$ cat config.mk
export PLATFORM = sky130hd
export DESIGN_NAME = edge_delay_monitor
export DESIGN_NICKNAME = d
export VERILOG_FILES = /design/src/rtl/edm_pkg.sv /design/src/rtl/edm_edge_detect.sv /design/src/rtl/edm_ctrl.sv /design/src/rtl/edm_datapath.sv /design/src/rtl/edge_delay_monitor.sv
export SDC_FILE = /design/constraint.sdc
export NUM_CORES = 1
export LEC_CHECK = 0
export ABC_AREA = 1
export BUFFER_PORTS_ARGS = -buffer_cell sky130_fd_sc_hd__clkbuf_2
export CORE_MARGIN = 3
export CORE_UTILIZATION = 33
export CTS_BUF_LIST = sky130_fd_sc_hd__clkbuf_2
export DETAILED_ROUTE_END_ITERATION = 16
export PLACE_DENSITY_LB_ADDON = 0.2
export RECOVER_POWER = 50
export SYNTH_ARGS = -nofsm -noshare
export SYNTH_HDL_FRONTEND = slang
export SYNTH_HIERARCHICAL = 1
export SYNTH_SLANG_ARGS = --single-unit
$ cat constraint.sdc
create_clock -name clk -period 3.1 [get_ports clk]
set_input_delay 0 -clock clk [delete_from_list [all_inputs] [get_ports clk]]
set_output_delay 0 -clock clk [all_outputs]
set_load 0.005 [all_outputs]
$ cat src/rtl/edm_pkg.sv
package edm_pkg;

  typedef enum logic {
    WAIT_REF = 1'b0,
    WAIT_SIG = 1'b1
  } pairState_t;

  typedef struct packed {
    logic openMeas;
    logic closeMeas;
    logic zeroDelay;
    logic missRef;
    logic missSig;
    logic flush;
  } ctrlStrobe_t;

  localparam int NUM_LINES = 2;
  localparam int LINE_REF  = 0;
  localparam int LINE_SIG  = 1;

endpackage

$ cat src/rtl/edm_edge_detect.sv
module edm_edge_detect (
  input  logic       clk,
  input  logic       rst_n,
  input  logic       level,
  input  logic [1:0] pol,
  output logic       hit
);

  logic prevLevel;
  logic primed;

  // The first sample after reset only loads the history register.
  always_ff @(posedge clk or negedge rst_n) begin
    if (!rst_n) begin
      prevLevel <= 1'b0;
      primed    <= 1'b0;
    end else begin
      prevLevel <= level;
      primed    <= 1'b1;
    end
  end

  logic riseSeen;
  logic fallSeen;

  always_comb begin
    riseSeen = !prevLevel && level;
    fallSeen = prevLevel && !level;
    hit      = primed && ((pol[0] && riseSeen) || (pol[1] && fallSeen));
  end

endmodule

$ cat src/rtl/edm_ctrl.sv
module edm_ctrl
  import edm_pkg::*;
(
  input  logic        clk,
  input  logic        rst_n,
  input  logic        clr,
  input  logic        refHit,
  input  logic        sigHit,
  output ctrlStrobe_t strobe
);

  pairState_t state;
  pairState_t stateNext;
  logic       sigSeen;
  logic       sigSeenNext;

  // Up to two steps of the pairing machine are folded into one sample.
  always_comb begin
    strobe      = '0;
    stateNext   = state;
    sigSeenNext = sigSeen;
    if (clr) begin
      strobe.flush = 1'b1;
      stateNext    = WAIT_REF;
      sigSeenNext  = 1'b0;
    end else begin
      unique case (state)
        WAIT_REF: begin
          if (refHit && sigHit) begin
            // Open and close within one sample: zero delay, back to waiting.
            strobe.closeMeas = 1'b1;
            strobe.zeroDelay = 1'b1;
            sigSeenNext      = 1'b1;
          end else if (refHit) begin
            strobe.openMeas = 1'b1;
            stateNext       = WAIT_SIG;
          end else if (sigHit && sigSeen) begin
            strobe.missSig = 1'b1;
          end
        end
        WAIT_SIG: begin
          if (sigHit) begin
            strobe.closeMeas = 1'b1;
            sigSeenNext      = 1'b1;
            if (refHit) begin
              // Same reference edge reopens a measurement right away.
              strobe.openMeas = 1'b1;
            end else begin
              stateNext = WAIT_REF;
            end
          end else if (refHit) begin
            strobe.missRef = 1'b1;
          end
        end
        default: stateNext = WAIT_REF;
      endcase
    end
  end

  always_ff @(posedge clk or negedge rst_n) begin
    if (!rst_n) begin
      state   <= WAIT_REF;
      sigSeen <= 1'b0;
    end else begin
      state   <= stateNext;
      sigSeen <= sigSeenNext;
    end
  end

endmodule

$ cat src/rtl/edm_datapath.sv
module edm_datapath
  import edm_pkg::*;
#(
  parameter int TS_W   = 32,
  parameter int MISS_W = 16
) (
  input  logic                              clk,
  input  logic                              rst_n,
  input  ctrlStrobe_t                       strobe,
  output logic                              delayValid,
  output logic [TS_W-1:0]                   delayTicks,
  output logic [NUM_LINES-1:0]              missPulse,
  output logic [NUM_LINES-1:0][MISS_W-1:0]  missCount
);

  localparam logic [MISS_W-1:0] MISS_MAX = {MISS_W{1'b1}};

  logic [TS_W-1:0] tsNow;
  logic [TS_W-1:0] measStart;

  always_ff @(posedge clk or negedge rst_n) begin
    if (!rst_n) begin
      tsNow <= '0;
    end else begin
      tsNow <= tsNow + 1'b1;
    end
  end

  always_ff @(posedge clk or negedge rst_n) begin
    if (!rst_n) begin
      measStart <= '0;
    end else if (strobe.openMeas) begin
      measStart <= tsNow;
    end
  end

  // Modular subtraction keeps the result right across a counter wrap.
  always_ff @(posedge clk or negedge rst_n) begin
    if (!rst_n) begin
      delayValid <= 1'b0;
      delayTicks <= '0;
    end else if (strobe.flush) begin
      delayValid <= 1'b0;
      delayTicks <= '0;
    end else begin
      delayValid <= strobe.closeMeas;
      if (strobe.closeMeas) begin
        delayTicks <= strobe.zeroDelay ? '0 : tsNow - measStart;
      end
    end
  end

  for (genvar g = 0; g < NUM_LINES; g++) begin : g_miss
    logic              bump;
    logic              pulseReg;
    logic [MISS_W-1:0] cntReg;

    assign bump = (g == LINE_REF) ? strobe.missRef : strobe.missSig;

    always_ff @(posedge clk or negedge rst_n) begin
      if (!rst_n) begin
        pulseReg <= 1'b0;
        cntReg   <= '0;
      end else if (strobe.flush) begin
        pulseReg <= 1'b0;
        cntReg   <= '0;
      end else begin
        pulseReg <= bump;
        if (bump && (cntReg != MISS_MAX)) begin
          cntReg <= cntReg + 1'b1;
        end
      end
    end

    assign missPulse[g] = pulseReg;
    assign missCount[g] = cntReg;
  end

endmodule

$ cat src/rtl/edge_delay_monitor.sv
module edge_delay_monitor
  import edm_pkg::*;
#(
  parameter int TS_W   = 32,
  parameter int MISS_W = 16
) (
  input  logic              clk,
  input  logic              rst_n,
  input  logic              clr,
  input  logic              refIn,
  input  logic              sigIn,
  input  logic [1:0]        refPol,
  input  logic [1:0]        sigPol,
  output logic              delayValid,
  output logic [TS_W-1:0]   delayTicks,
  output logic              missRefPulse,
  output logic              missSigPulse,
  output logic [MISS_W-1:0] missRefCount,
  output logic [MISS_W-1:0] missSigCount
);

  logic [NUM_LINES-1:0]             lineLevel;
  logic [NUM_LINES-1:0][1:0]        linePol;
  logic [NUM_LINES-1:0]             lineHit;
  logic [NUM_LINES-1:0]             missPulse;
  logic [NUM_LINES-1:0][MISS_W-1:0] missCount;
  ctrlStrobe_t                      strobe;

  assign lineLevel[LINE_REF] = refIn;
  assign lineLevel[LINE_SIG] = sigIn;
  assign linePol[LINE_REF]   = refPol;
  assign linePol[LINE_SIG]   = sigPol;

  for (genvar g = 0; g < NUM_LINES; g++) begin : g_line
    edm_edge_detect u_edge (
      .clk   (clk),
      .rst_n (rst_n),
      .level (lineLevel[g]),
      .pol   (linePol[g]),
      .hit   (lineHit[g])
    );
  end

  edm_ctrl u_ctrl (
    .clk    (clk),
    .rst_n  (rst_n),
    .clr    (clr),
    .refHit (lineHit[LINE_REF]),
    .sigHit (lineHit[LINE_SIG]),
    .strobe (strobe)
  );

  edm_datapath #(
    .TS_W   (TS_W),
    .MISS_W (MISS_W)
  ) u_dp (
    .clk        (clk),
    .rst_n      (rst_n),
    .strobe     (strobe),
    .delayValid (delayValid),
    .delayTicks (delayTicks),
    .missPulse  (missPulse),
    .missCount  (missCount)
  );

  assign missRefPulse = missPulse[LINE_REF];
  assign missSigPulse = missPulse[LINE_SIG];
  assign missRefCount = missCount[LINE_REF];
  assign missSigCount = missCount[LINE_SIG];

endmodule

==> out/summary.txt <==
========================================================================================
Core Box Area                                                                 25500 um^2
RePlAce Congestion                                                                 0.871
CP Launch Type                                                                 flip-flop
Number of enable flip-flop cells after synthesis                                       0
Worst-case clock buffer depth                                                          2
Remaining antenna violation count                                                      0
Static Leak                                                                      5.16 nW
Run status                                                                  finished, violations left
Total Die Area                                                                28200 um^2
Post-DR vias/cell                                                                   4.66
Wire length of the first global-routing pass                                    37800 um
Cts bufs inserted                                                                     17
Setup TNS after final layout                                                        0 ns
Slew at the pin closest to its max-slew limit                                    1.94 ns
Average wire length per cell after detail routing                                13.7 um
CTS HTree Levels                                                                       4
Arrival time reported for the critical path endpoint                             3.43 ns
Half-perimeter wire length of the detailed placement result                     17600 um
Placed standard-cell area                                                      9390 um^2
Compound-gate portion of the synthesized area                                      7.87%
Post-synth net total                                                                1277
Count of placed standard cells in the final layout, fillers left out                1672
Height of the chip                                                                168 um
Number of storage elements in the synthesis netlist                                  137
Most common cell in the synthesized netlist                                      nand2_1
Antenna violations before repair                                                       2
Worst Path Max Fanout                                                                 14
Share of Yosys cell area claimed by the top area cell type                         39.7%
Adder and majority cell fraction of the synthesized area                           5.30%
Fraction of layout cells with a size suffix above 1                                9.55%
Post-synthesis async set-or-reset flop share                                        100%
DR iter-0 viols                                                                      585
Final clock skew                                                               0.0548 ns
Worst Hold Depth                                                                       7
Total Routed Length                                                             23000 um
Vias                                                                                7788
Synthesized cell area                                                          8640 um^2
Worst slew margin                                                                 -29.0%
WS Path Type                                                                  reg -> reg
Largest family of logic cells by synthesized area                           simple AND/OR/NAND/NOR gates
Number of sinks handled by clock tree synthesis                                      137
Syn Area/Cell                                                                  7.01 um^2
Library cell occupying the most area in the post-synthesis netlist               dfrtp_1
RSZ-0062 raised after global routing                                                  no
Cells on worst reg2reg path                                                           10
Final hold viol count                                                                  0
Minimum period implied by the final worst setup slack                            2.80 ns
Total of warnings raised by yosys                                                      6
Starting Density                                                                   33.9%
Clock transition at path regs                                                    0.23 ns
Final non-filler cell area                                                     9750 um^2
Pwr per Cell Area                                                            388 nW/um^2
Max IR drop VDD                                                                   198 uV
# rows                                                                                58
Area overhead of the layout relative to synthesis                                  12.9%
Cells taking the most area after synthesis                                  dfrtp_1 (40%), nand2_1 (18%), inv_1 (9.2%), ha_1 (5.1%), nor2_1 (4.1%)
Pin count of the biggest net entering global routing                                  75
Number of placed instances with taps included                                       1623
Syn Inst Count                                                                      1232
Worst Hold Endpoint                                                         u_dp/measStart[16]
Top cell types by occurrence after synthesis                                nand2_1 (404), inv_1 (212), dfrtp_1 (137)
Flop2flop setup slack                                                            0.30 ns
Tot GR Track Use                                                                   16.5%
Final critical-path share of the clock period                                      90.3%
Top-Level Pins                                                                        76
Multiplexer share of the synthesized area                                         0.130%
Required time of the worst setup path                                            3.73 ns
Sequential share of the synthesized area                                           39.7%
Overall overflow remaining after global route                                          0
Min-Delay Path Class                                                           in -> reg
Clock tree from TritonCTS                                                           done
Cell at the root of the clock tree                                              clkbuf_2
NumNets Final                                                                       1372
Pins Over Slew Limit                                                                  75
FF-to-FF End                                                                u_dp/g_miss[1].cntReg[15]
Worst reg2reg startpoint                                                    g_line[1].u_edge/prevLevel
Clock Latency Late Sink                                                          0.73 ns
Max capacitance violation total                                                        1
Critical path endpoint category                                                flip-flop
Highest Clock Rate                                                             0.357 GHz
Parity-gate share of the synthesized area counting xor and xnor cells              4.06%
Simple-Gate Fraction of Synth Area                                                 32.0%
Hold path startpoint                                                           sigPol[0]
Final setup violation count                                                            0
Vias in the first global route                                                      7252
Die span in x                                                                     168 um
Port-buffer cells                                                                     75
Number of distinct library cells after synthesis                                      40
Failing checks                                                              max-capacitance violations, max-slew violations
DRC violations left                                                                    0
Number of search-and-repair iterations in the first detailed-routing pass              5
Dominant synthesized flop cell                                                   dfrtp_1
========================================================================================
-- flip-flops by register name, summed over array words and instances, names as in the netlist --
name	cells
u_ctrl/sigSeen	1
u_ctrl/state	1
g_line.u_edge/prevLevel	2
u_dp/tsNow	32
g_line.u_edge/primed	2
u_dp/measStart	32
u_dp/g_miss.pulseReg	2
u_dp/g_miss.cntReg	32
u_dp/delayTicks	32
u_dp/delayValid	1
-- what timing repair did --
item / in CTS / in global routing
gates resized for setup: 0 / 0
hold buffers: 15 / 0
endpoints found under the hold margin: 144 / 0
setup buffers: 0 / 0
-- worst max-delay path, cell delays in order (launching register included) --
cell           delay (ns)
dfrtp_1              0.43
inv_1                0.05
a21oi_1              0.05
nor2_1               0.17
dlygate4sd3_1        0.62
inv_2                0.06
nor3_1               0.51
nand2_2              0.27
nand2_2              0.33
nand4_1              0.15
o21ai_2              0.08
-- worst max path at each step --
stage,startpoint,to,slack [ns],cells past startpoint
3_3_place_gp,u_dp/tsNow[0],u_dp/delayTicks[20],0.94,13
4_1_cts,g_line[1].u_edge/prevLevel,u_dp/g_miss[1].cntReg[15],0.31,10
3_5_place_dp,g_line[1].u_edge/prevLevel,u_dp/g_miss[1].cntReg[15],0.86,9
2_1_floorplan,u_dp/tsNow[0],u_dp/delayTicks[28],1.24,13
6_report,g_line[1].u_edge/prevLevel,u_dp/g_miss[1].cntReg[15],0.30,10
5_1_grt,g_line[1].u_edge/prevLevel,u_dp/g_miss[1].cntReg[15],0.05,11
-- final cells by class --
class                   count  area (um^2)
diodes                      2         5.00
clock buffers              17         85.1
clock inverters            15          190
fillers                  2693        15700
inverters                 217          815
multi-input cells         856         4270
flip-flops and latches    137         3430
well taps                 330          413
repair buffers             98          547
-- report_power, final --
| part | total [mW] | internal, mW | switching, mW |
|---|---|---|---|
| clock network | 1.24 | 0.469 | 0.776 |
| logic | 0.677 | 0.207 | 0.470 |
| registers | 1.86 | 1.83 | 0.0279 |
-- kinds of logic (layout without fill, tap and decap cells) --
group | after synthesis | after routing
fa+ha+maj | 36 | 36
xor+xnor | 40 | 40
mux | 1 | 1
simple gates | 652 | 652
buf+inv | 239 | 347
flops | 137 | 137
compound gates | 125 | 125
other cells | 2 | 4
-- routing by layer --
metal | GRT usage (%) | vias up | share of wire, %
met1 | 23.9 | 3606 | 51
met3 | 2.79 | 12 | 3.6
met5 | 0 | - | 0
met4 | 3.31 | 0 | 0.90
li1 | - | 4020 | -
met2 | 26.1 | 150 | 45
-- placed cells by master, fill, tap and decap left out, types with 5 or more instances in the layout --
cell	instances
nand3_1	67
a21oi_1	40
nor3_1	38
inv_1	212
o21ai_2	5
o21ai_1	5
ha_1	35
nor2_1	92
dfrtp_1	137
nand2_2	7
o21ai_0	64
dlygate4sd3_1	14
nand4_1	19
clkbuf_2	75
buf_4	5
nand2_1	405
clkbuf_1	21
xnor2_1	9
xor2_1	31
-- through the flow --
step           power [mW]  hold slack (ns)  worst slack, ns  util (%)
2_1_floorplan        2.35           -0.296             1.24         -
3_3_place_gp         2.56           0.0672            0.941      36.9
3_5_place_dp         2.56           0.0646            0.864      36.9
4_1_cts              3.86           0.0482            0.310      38.6
5_1_grt              4.04            0.108           0.0469      38.3
6_report             3.78            0.131            0.299      38.3
Power figures use the tool's default switching activity.
